File: src/rtl/sar_pkg.sv
package sar_pkg;
  localparam int RES_W_DEF   = 10;
  localparam int SEL_W_DEF   = 3;
  localparam int AVG_LOG_MAX = 5;

  // saturate an averaging selection to the largest supported log2 count
  function automatic int avg_log_of(input int sel, input int max_log);
    return (sel > max_log) ? max_log : sel;
  endfunction
endpackage

File: src/rtl/sar_tick_gen.sv
module sar_tick_gen #(
  parameter int SEL_W = 3
) (
  input  logic             clk_i,
  input  logic             rst_ni,
  input  logic             run_i,
  input  logic [SEL_W-1:0] div_sel_i,
  output logic             tick_o
);
  localparam int CNT_W = (1 << SEL_W) - 1;

  logic [CNT_W-1:0] cnt_q, lim;

  assign lim    = {CNT_W{1'b1}} >> (SEL_W'(CNT_W) - div_sel_i);
  assign tick_o = run_i && (cnt_q == lim);

  always_ff @(posedge clk_i or negedge rst_ni) begin
    if (!rst_ni)                cnt_q <= '0;
    else if (!run_i || tick_o)  cnt_q <= '0;
    else                        cnt_q <= cnt_q + 1'b1;
  end
endmodule

File: src/rtl/sar_core.sv
module sar_core #(
  parameter int RES_W = 10
) (
  input  logic             clk_i,
  input  logic             rst_ni,
  input  logic             run_i,
  input  logic             tick_i,
  input  logic             cmp_i,
  output logic [RES_W-1:0] code_o,
  output logic             sample_o,
  output logic             load_o
);
  localparam int STEPS  = RES_W + 2;
  localparam int STEP_W = $clog2(STEPS);
  localparam logic [STEP_W-1:0] LAST = STEP_W'(STEPS - 1);

  logic [STEP_W-1:0] step_q;
  logic [RES_W-1:0]  code_q, code_d;
  int                dec_idx;

  assign sample_o = tick_i && (step_q == '0);
  assign load_o   = tick_i && (step_q == LAST);
  assign code_o   = code_q;
  assign dec_idx  = RES_W - int'(step_q);

  always_comb begin
    code_d = code_q;
    if (sample_o) begin
      code_d = '0;
      code_d[RES_W-1] = 1'b1;
    end else if (tick_i && !load_o) begin
      for (int i = 0; i < RES_W; i++) begin
        if (i == dec_idx)     code_d[i] = cmp_i;
        if (i + 1 == dec_idx) code_d[i] = 1'b1;  // next trial bit
      end
    end
  end

  always_ff @(posedge clk_i or negedge rst_ni) begin
    if (!rst_ni) begin
      step_q <= '0;
      code_q <= '0;
    end else begin
      code_q <= code_d;
      if (!run_i)      step_q <= '0;
      else if (tick_i) step_q <= (step_q == LAST) ? '0 : step_q + 1'b1;
    end
  end
endmodule

File: src/rtl/sar_accum.sv
module sar_accum #(
  parameter int RES_W   = 10,
  parameter int MAX_LOG = 5,
  parameter int AL_W    = 3
) (
  input  logic             clk_i,
  input  logic             rst_ni,
  input  logic             load_i,
  input  logic [RES_W-1:0] code_i,
  input  logic [AL_W-1:0]  avg_log_i,
  output logic             last_o,
  output logic [RES_W-1:0] result_o
);
  localparam int ACC_W = RES_W + MAX_LOG;

  logic [MAX_LOG-1:0] conv_q, conv_lim;
  logic [ACC_W-1:0]   acc_q, sum;
  logic [RES_W-1:0]   res_q;

  assign conv_lim = {MAX_LOG{1'b1}} >> (AL_W'(MAX_LOG) - avg_log_i);
  assign last_o   = load_i && (conv_q == conv_lim);
  assign sum      = acc_q + ACC_W'(code_i);
  assign result_o = res_q;

  always_ff @(posedge clk_i or negedge rst_ni) begin
    if (!rst_ni) begin
      conv_q <= '0;
      acc_q  <= '0;
      res_q  <= '0;
    end else if (last_o) begin
      res_q  <= RES_W'(sum >> avg_log_i);
      acc_q  <= '0;
      conv_q <= '0;
    end else if (load_i) begin
      acc_q  <= sum;
      conv_q <= conv_q + 1'b1;
    end
  end
endmodule

File: src/rtl/aux_sar_seq.sv
module aux_sar_seq #(
  parameter int RES_W   = sar_pkg::RES_W_DEF,
  parameter int SEL_W   = sar_pkg::SEL_W_DEF,
  parameter int MAX_LOG = sar_pkg::AVG_LOG_MAX
) (
  input  logic             clk_i,
  input  logic             rst_ni,
  input  logic             start_i,
  input  logic [SEL_W-1:0] div_sel_i,
  input  logic [SEL_W-1:0] avg_sel_i,
  input  logic             cmp_i,
  output logic [RES_W-1:0] dac_code_o,
  output logic             sample_o,
  output logic [RES_W-1:0] result_o,
  output logic             busy_o,
  output logic             done_o
);
  localparam int AL_W = $clog2(MAX_LOG + 1);

  logic             busy_q, done_q, start_ok, tick, load, last;
  logic [SEL_W-1:0] div_q;
  logic [AL_W-1:0]  avg_log_q, avg_log_d;

  assign start_ok  = start_i && !busy_q;
  assign avg_log_d = AL_W'(sar_pkg::avg_log_of(int'(avg_sel_i), MAX_LOG));

  always_ff @(posedge clk_i or negedge rst_ni) begin
    if (!rst_ni) begin
      busy_q    <= 1'b0;
      done_q    <= 1'b0;
      div_q     <= '0;
      avg_log_q <= '0;
    end else begin
      done_q <= last;
      if (start_ok) begin
        busy_q    <= 1'b1;
        div_q     <= div_sel_i;
        avg_log_q <= avg_log_d;
      end else if (last) begin
        busy_q <= 1'b0;
      end
    end
  end

  sar_tick_gen #(.SEL_W(SEL_W)) u_tick (
    .clk_i(clk_i), .rst_ni(rst_ni), .run_i(busy_q),
    .div_sel_i(div_q), .tick_o(tick)
  );

  sar_core #(.RES_W(RES_W)) u_core (
    .clk_i(clk_i), .rst_ni(rst_ni), .run_i(busy_q), .tick_i(tick),
    .cmp_i(cmp_i), .code_o(dac_code_o), .sample_o(sample_o), .load_o(load)
  );

  sar_accum #(.RES_W(RES_W), .MAX_LOG(MAX_LOG), .AL_W(AL_W)) u_acc (
    .clk_i(clk_i), .rst_ni(rst_ni), .load_i(load), .code_i(dac_code_o),
    .avg_log_i(avg_log_q), .last_o(last), .result_o(result_o)
  );

  assign busy_o = busy_q;
  assign done_o = done_q;
endmodule

File: config.mk
export PLATFORM = sky130hd
export DESIGN_NAME = aux_sar_seq
export DESIGN_NICKNAME = d
export VERILOG_FILES = /design/src/rtl/sar_pkg.sv /design/src/rtl/sar_tick_gen.sv /design/src/rtl/sar_core.sv /design/src/rtl/sar_accum.sv /design/src/rtl/aux_sar_seq.sv
export SDC_FILE = /design/constraint.sdc
export NUM_CORES = 1
export LEC_CHECK = 0
export BUFFER_PORTS_ARGS = -buffer_cell sky130_fd_sc_hd__buf_2
export CORE_MARGIN = 8
export CORE_UTILIZATION = 50
export CTS_CLUSTER_DIAMETER = 40
export DETAILED_ROUTE_END_ITERATION = 8
export GPL_ROUTABILITY_DRIVEN = 0
export PLACE_DENSITY_LB_ADDON = 0.05
export SLEW_MARGIN = 20
export SYNTH_ARGS = -nofsm -noshare
export SYNTH_HDL_FRONTEND = slang
export SYNTH_SLANG_ARGS = --single-unit
export TNS_END_PERCENT = 1
File: constraint.sdc
create_clock -name clk_i -period 7.5 [get_ports clk_i]
set_input_delay 0.375 -clock clk_i [delete_from_list [all_inputs] [get_ports clk_i]]
set_output_delay 0.375 -clock clk_i [all_outputs]
set_load 0.02 [all_outputs]
==> results of run 1 <==
power by group through the flow:
stage	Clock, W	Combinational, W	Sequential (W)
floorplan	0	0.000344	0.000438
global placement	0	0.000451	0.000448
detailed placement	0	0.000457	0.000451
CTS	0.000290	0.000459	0.000445
global route	0.000306	0.000513	0.000457
finish	0.000284	0.000460	0.000446
routing by layer:
| layer | track usage, % | share of wire, % |
|---|---|---|
| met5 | 0 | 0 |
| met4 | 6.84 | 1.4 |
| met3 | 3.51 | 5.0 |
| met2 | 32.5 | 49 |
| met1 | 25.7 | 45 |
worst max-delay path, cell delays in order (launching register included):
cell and delay [ps]:
dfrtp_1 670, clkinv_1 430, ha_1 480, o41ai_1 480, o211a_1 550, nand3_1 190, a2111oi_0 520, a211oi_1 100
cell usage in the layout (no fill, tap or decap), types with 5 or more instances in the layout:
cell type   n
a211oi_1    6
a21oi_1    30
a31oi_1     9
and3_1      6
buf_2      32
clkbuf_8    9
dfrtp_1    59
ha_1       18
inv_1      21
mux2i_1     7
nand2_1    50
nand2b_1    6
nand3_1    20
nor2_1     42
nor3_1     13
o21a_1      5
o21ai_0    40
o21ai_1     5
o22a_1      6
o31ai_1    12
or3_1       5
xnor2_1     7
xor2_1      7
worst max-delay path by stage:
stage	endpoint	startpoint	slack [ps]
finish	u_acc.result_o[7]	avg_log_q[1]	3930
global route	u_acc.result_o[7]	avg_log_q[1]	3650
floorplan	u_acc.result_o[7]	u_core.code_o[0]	4880
detailed placement	u_acc.result_o[7]	avg_log_q[1]	4030
CTS	u_acc.result_o[7]	avg_log_q[1]	4040
global placement	u_acc.result_o[7]	avg_log_q[1]	4250
final cells by class:
cell class,instances,area (um^2),area share (%)
clock buffers,11,131,2.83
clock inverters,5,53.8,1.16
inverters,23,87.6,1.89
multi-input cells,391,2580,55.6
flip-flops and latches,59,1480,31.8
well taps,105,131,2.83
repair buffers,35,183,3.93
kinds of logic after synthesis:
| family | after synthesis |
|---|---|
| buffers and inverters | 44 |
| multiplexers | 13 |
| flip-flops | 59 |
| AND/OR/NAND/NOR | 181 |
| XOR/XNOR | 14 |
| adder cells (fa/ha/maj) | 19 |
| AO/OA/AOI/OAI | 164 |
registers in the layout, indices dropped and copies added, names as in the netlist:
signal / cells
div_q: 3
done_o: 1
avg_log_q: 3
u_core.step_q: 4
u_core.code_o: 10
u_acc.conv_q: 5
busy_o: 1
u_tick.cnt_q: 7
u_acc.result_o: 10
u_acc.acc_q: 15
per-stage QoR:
step / util [%] / setup WS, ps / instances / area, um^2 / total power, W
2_1_floorplan: - / 4880 / 494 / 4230 / 0.000782
3_3_place_gp: 54.3 / 4250 / 613 / 4460 / 0.000899
6_report: 56.5 / 3930 / 629 / 4640 / 0.00119
4_1_cts: 56.5 / 4040 / 629 / 4640 / 0.00119
5_1_grt: 56.5 / 3650 / 629 / 4640 / 0.00128
3_5_place_dp: 54.3 / 4030 / 613 / 4460 / 0.000908
==> impl_metrics.env, run 1 <==
export IMPL_min_path_type="input pin to asynchronous set/reset pin"
export IMPL_area_delta_synth_final_pct=9.85
export IMPL_vias_per_cell=6.19
export IMPL_skew_ps=10.1
export IMPL_combinationalPowerShare_pct=38.6
export IMPL_wirelength_um=11300
export IMPL_postCtsSetupBuffers=0
export IMPL_drv_cap=0
export IMPL_synth_compound_area_share_pct=26.6
export IMPL_cts_tree="yes"
export IMPL_clockBufferDepth=2
export IMPL_layout_min_cycle_time_ps=3570
export IMPL_grt_max_degree=60
export IMPL_synth_edf_count=0
export IMPL_switching_power_w=0.000491
export IMPL_antenna_found_initial=0
export IMPL_tns_ps=0
export IMPL_timing_fmax_mhz=280
export IMPL_arrival_ps=3770
export IMPL_antenna_cells=0
export IMPL_r2r_start="avg_log_q[1]"
export IMPL_nFillCells=781
export IMPL_row_count=33
export IMPL_synth_xor_area_share_pct=2.90
export IMPL_ys_ff_latch=59
export IMPL_num_vias=3894
export IMPL_cts_root_buffer="clkbuf_8"
export IMPL_grt_pass1_wl_um=18500
export IMPL_cp_start_kind="flip-flop"
export IMPL_syn_nets=523
export IMPL_cp_max_fo=18
export IMPL_peakVddDrop_mv=0.176
export IMPL_ant_nets=0
export IMPL_ys_flop_type="dfrtp_1"
export IMPL_die_w_um=108
export IMPL_final_layout_size_suffix_gt1_share_pct=13.4
export IMPL_cp_end_kind="flip-flop"
export IMPL_clockPowerShare_pct=23.9
export IMPL_regToRegSetupSlack_ps=3930
export IMPL_firstDrtPassIters=5
export IMPL_cts_buffers=9
export IMPL_syn_avg_cell_area_um2=8.56
export IMPL_synth_top_family_by_area="compound AO/OA/AOI/OAI gates"
export IMPL_hold_viol_final=0
export IMPL_internal_power_w=0.000699
export IMPL_post_synth_mux_area_share_pct=4.05
export IMPL_synth_cell_type_count=77
export IMPL_core_area_um2=8220
export IMPL_pwr_share_seq_pct=37.5
export IMPL_worstPathRequired_ps=7700
export IMPL_synth_area_top_cells="dfrtp_1, ha_1, o21ai_0, nand2_1, nor2_1"
export IMPL_clkTransAtPathRegs_ps=70
export IMPL_cts_sinks=59
export IMPL_setup_viol=0
export IMPL_ctsResizeCount=0
export IMPL_portBuffers=32
export IMPL_fin_nets=548
export IMPL_switching_share_pct=41.3
export IMPL_yosysTopAreaCellShare_pct=34.9
export IMPL_post_dp_hpwl_um=8380
export IMPL_yosys_area_top_type="dfrtp_1"
export IMPL_grt_pass1_vias=3761
export IMPL_fp_dieArea_um2=11700
export IMPL_p_per_area_nw_per_um2=256
export IMPL_syn_inst=494
export IMPL_yosysMostFrequentCell="dfrtp_1"
export IMPL_syn_area_um2=4230
export IMPL_synth_async_sr_flop_share_pct=100
export IMPL_drtIter0Drc=216
export IMPL_synth_top_cells_by_count="dfrtp_1, nand2_1, nor2_1"
export IMPL_worstMarginPinSlew_ps=759
export IMPL_rsz0062_at_grt="false"
export IMPL_r2r_cells=7
export IMPL_ys_warn_count=0
export IMPL_io_pins=33
export IMPL_period_share_pct=47.6
export IMPL_slew_limit_headroom_pct=49.4
export IMPL_yosys_area_share_simple_pct=21.7
export IMPL_leakagePower_nw=2.05
export IMPL_ys_seq_area_share_pct=34.9
export IMPL_maxSlewViolCount=0
export IMPL_synth_fa_ha_area_share_pct=5.80
export IMPL_drc=0
export IMPL_r2r_end="u_acc.result_o[7]"
export IMPL_status="complete, no violations"
export IMPL_htreeDepth=3
export IMPL_post_drt_wl_per_cell_um=18.0
export IMPL_overflow=0
export IMPL_crit_type="flip-flop to flip-flop"
export IMPL_whs_ps=187
export IMPL_clk_latency_ps=340
export IMPL_initial_core_util_pct=51.5
export IMPL_hold_buffers=0
export IMPL_die_h_um=108
export IMPL_grt_use_total_pct=19.8
Note: power is estimated with default switching activity, not from simulation.
==> inputs of run 2 (changes only) <==
Clock period 7.5 ns to 3.4 ns, I/O delays scaled along.
==> impl_metrics.env, run 2 (synthesis results as in run 1) <==
export IMPL_postCtsSetupBuffers=0
export IMPL_grt_max_degree=33
export IMPL_die_h_um=108
export IMPL_initial_core_util_pct=51.5
export IMPL_num_vias=3981
export IMPL_switching_power_w=0.00110
export IMPL_arrival_ps=3200
export IMPL_grt_use_total_pct=20.4
export IMPL_combinationalPowerShare_pct=39.2
export IMPL_total_power_w=0.00269
export IMPL_grt_pass1_vias=3780
export IMPL_fin_nets=555
export IMPL_worstMarginPinSlew_ps=647
export IMPL_hold_viol_final=0
export IMPL_min_path_type="input pin to flip-flop"
export IMPL_clk_latency_ps=350
export IMPL_die_w_um=108
export IMPL_r2r_start="avg_log_q[2]"
export IMPL_final_layout_size_suffix_gt1_share_pct=14.5
export IMPL_status="complete, no violations"
export IMPL_maxSlewViolCount=0
export IMPL_post_drt_wl_per_cell_um=17.8
export IMPL_largest_reg_flops=15
export IMPL_fp_dieArea_um2=11700
export IMPL_wirelength_um=11300
export IMPL_r2r_cells=6
export IMPL_worstPathRequired_ps=3590
export IMPL_antenna_cells=0
export IMPL_regToRegSetupSlack_ps=390
export IMPL_cts_root_buffer="clkbuf_8"
export IMPL_cts_tree="yes"
export IMPL_firstDrtPassIters=5
export IMPL_io_pins=33
export IMPL_rsz0062_at_grt="false"
export IMPL_regMostFlops="u_acc.acc_q"
export IMPL_final_cell_mix="dfrtp_1, nand2_1, nor2_1"
export IMPL_internal_power_w=0.00159
export IMPL_clockBufferDepth=2
export IMPL_crit_type="flip-flop to flip-flop"
export IMPL_nFillCells=776
export IMPL_hold_path_end="avg_log_q[2]"
export IMPL_portBuffers=32
export IMPL_whs_path_depth=3
export IMPL_row_count=33
export IMPL_hold_buffers=1
export IMPL_leakagePower_nw=2.09
export IMPL_cts_buffers=9
export IMPL_area_delta_synth_final_pct=11.6
export IMPL_drc=0
export IMPL_cts_sinks=59
export IMPL_setup_viol=0
export IMPL_switching_share_pct=40.8
export IMPL_drtIter0Drc=264
export IMPL_cp_end_kind="flip-flop"
export IMPL_htreeDepth=3
export IMPL_period_share_pct=88.5
export IMPL_layout_min_cycle_time_ps=3010
export IMPL_timing_fmax_mhz=332
export IMPL_cp_max_fo=13
export IMPL_post_dp_hpwl_um=8430
export IMPL_ant_nets=0
export IMPL_tns_ps=0
export IMPL_ctsResizeCount=0
export IMPL_grt_pass1_wl_um=19000
export IMPL_final_common_cell="dfrtp_1"
export IMPL_clockPowerShare_pct=24.9
export IMPL_hp_start="avg_sel_i[2]"
export IMPL_antenna_found_initial=0
export IMPL_r2r_end="u_acc.result_o[7]"
export IMPL_cp_start_kind="flip-flop"
export IMPL_peakVddDrop_mv=0.309
export IMPL_slew_limit_headroom_pct=56.6
export IMPL_core_area_um2=8220
export IMPL_overflow=0
export IMPL_p_per_area_nw_per_um2=570
export IMPL_skew_ps=6.99
export IMPL_clkTransAtPathRegs_ps=70
export IMPL_drv_cap=0
export IMPL_pwr_share_seq_pct=35.9
export IMPL_vias_per_cell=6.26
[run 2: cell count changes in the layout (fill, tap and decap cells not counted), sizes merged]
cell	previous run	this run
buf	35	41
clkbuf	11	12
clkinv	6	5
dlygate4sd3	0	1
[run 2: how the worst max path moves through the flow]
stage | cells past startpoint | startpoint | to
6_report | 6 | avg_log_q[2] | u_acc.result_o[7]
5_1_grt | 6 | avg_log_q[2] | u_acc.result_o[7]
4_1_cts | 6 | avg_log_q[2] | u_acc.result_o[7]
3_5_place_dp | 6 | avg_log_q[2] | u_acc.result_o[7]
3_3_place_gp | 6 | avg_log_q[2] | u_acc.result_o[7]
2_1_floorplan | 10 | u_core.code_o[0] | u_acc.result_o[7]
[run 2: metrics by stage]
step / instance area [um^2] / cells / util (%) / worst slack (ps) / hold slack [ps]
2_1_floorplan: 4230 / 494 / - / 783 / -126
3_3_place_gp: 4500 / 619 / 54.8 / 618 / 224
3_5_place_dp: 4500 / 619 / 54.8 / 521 / 231
4_1_cts: 4720 / 636 / 57.4 / 485 / 35.0
5_1_grt: 4720 / 636 / 57.4 / 309 / 47.7
6_report: 4720 / 636 / 57.4 / 391 / 50.7
[run 2: per-layer routing]
layer  global-route usage [%]  share of wire [%]  vias to the layer above
met5                        0                  0                        -
met4                     7.53                1.8                        0
met3                     4.10                6.4                       20
met2                     31.2                 47                      147
met1                     27.9                 45                     1898
li1                         -                  -                     1916
[run 2: cell type report]
class	count	area, um^2	area share [%]
Sequential cell	59	1480	31.3
Inverter	23	87.6	1.86
Clock buffer	12	155	3.29
Tap cell	105	131	2.78
Multi-Input combinational cell	391	2580	54.7
Clock inverter	4	48.8	1.03
Timing Repair Buffer	42	238	5.04
[run 2: power by group through the flow]
| stage | clock network (W) | registers [W] | logic (W) |
|---|---|---|---|
| after detailed placement | 0 | 0.000980 | 0.00104 |
| final | 0.000670 | 0.000967 | 0.00105 |
| after floorplan | 0 | 0.000966 | 0.000759 |
| after CTS | 0.000687 | 0.000967 | 0.00105 |
| after global routing | 0.000723 | 0.000987 | 0.00117 |
| after global placement | 0 | 0.000973 | 0.00104 |
[run 2: critical path, cell delays in order (launching register included)]
cell and delay, ps:
dfrtp_1 670, ha_1 390, o41ai_1 490, o211a_1 480, nand3_1 230, a2111oi_0 500
a211oi_1 100
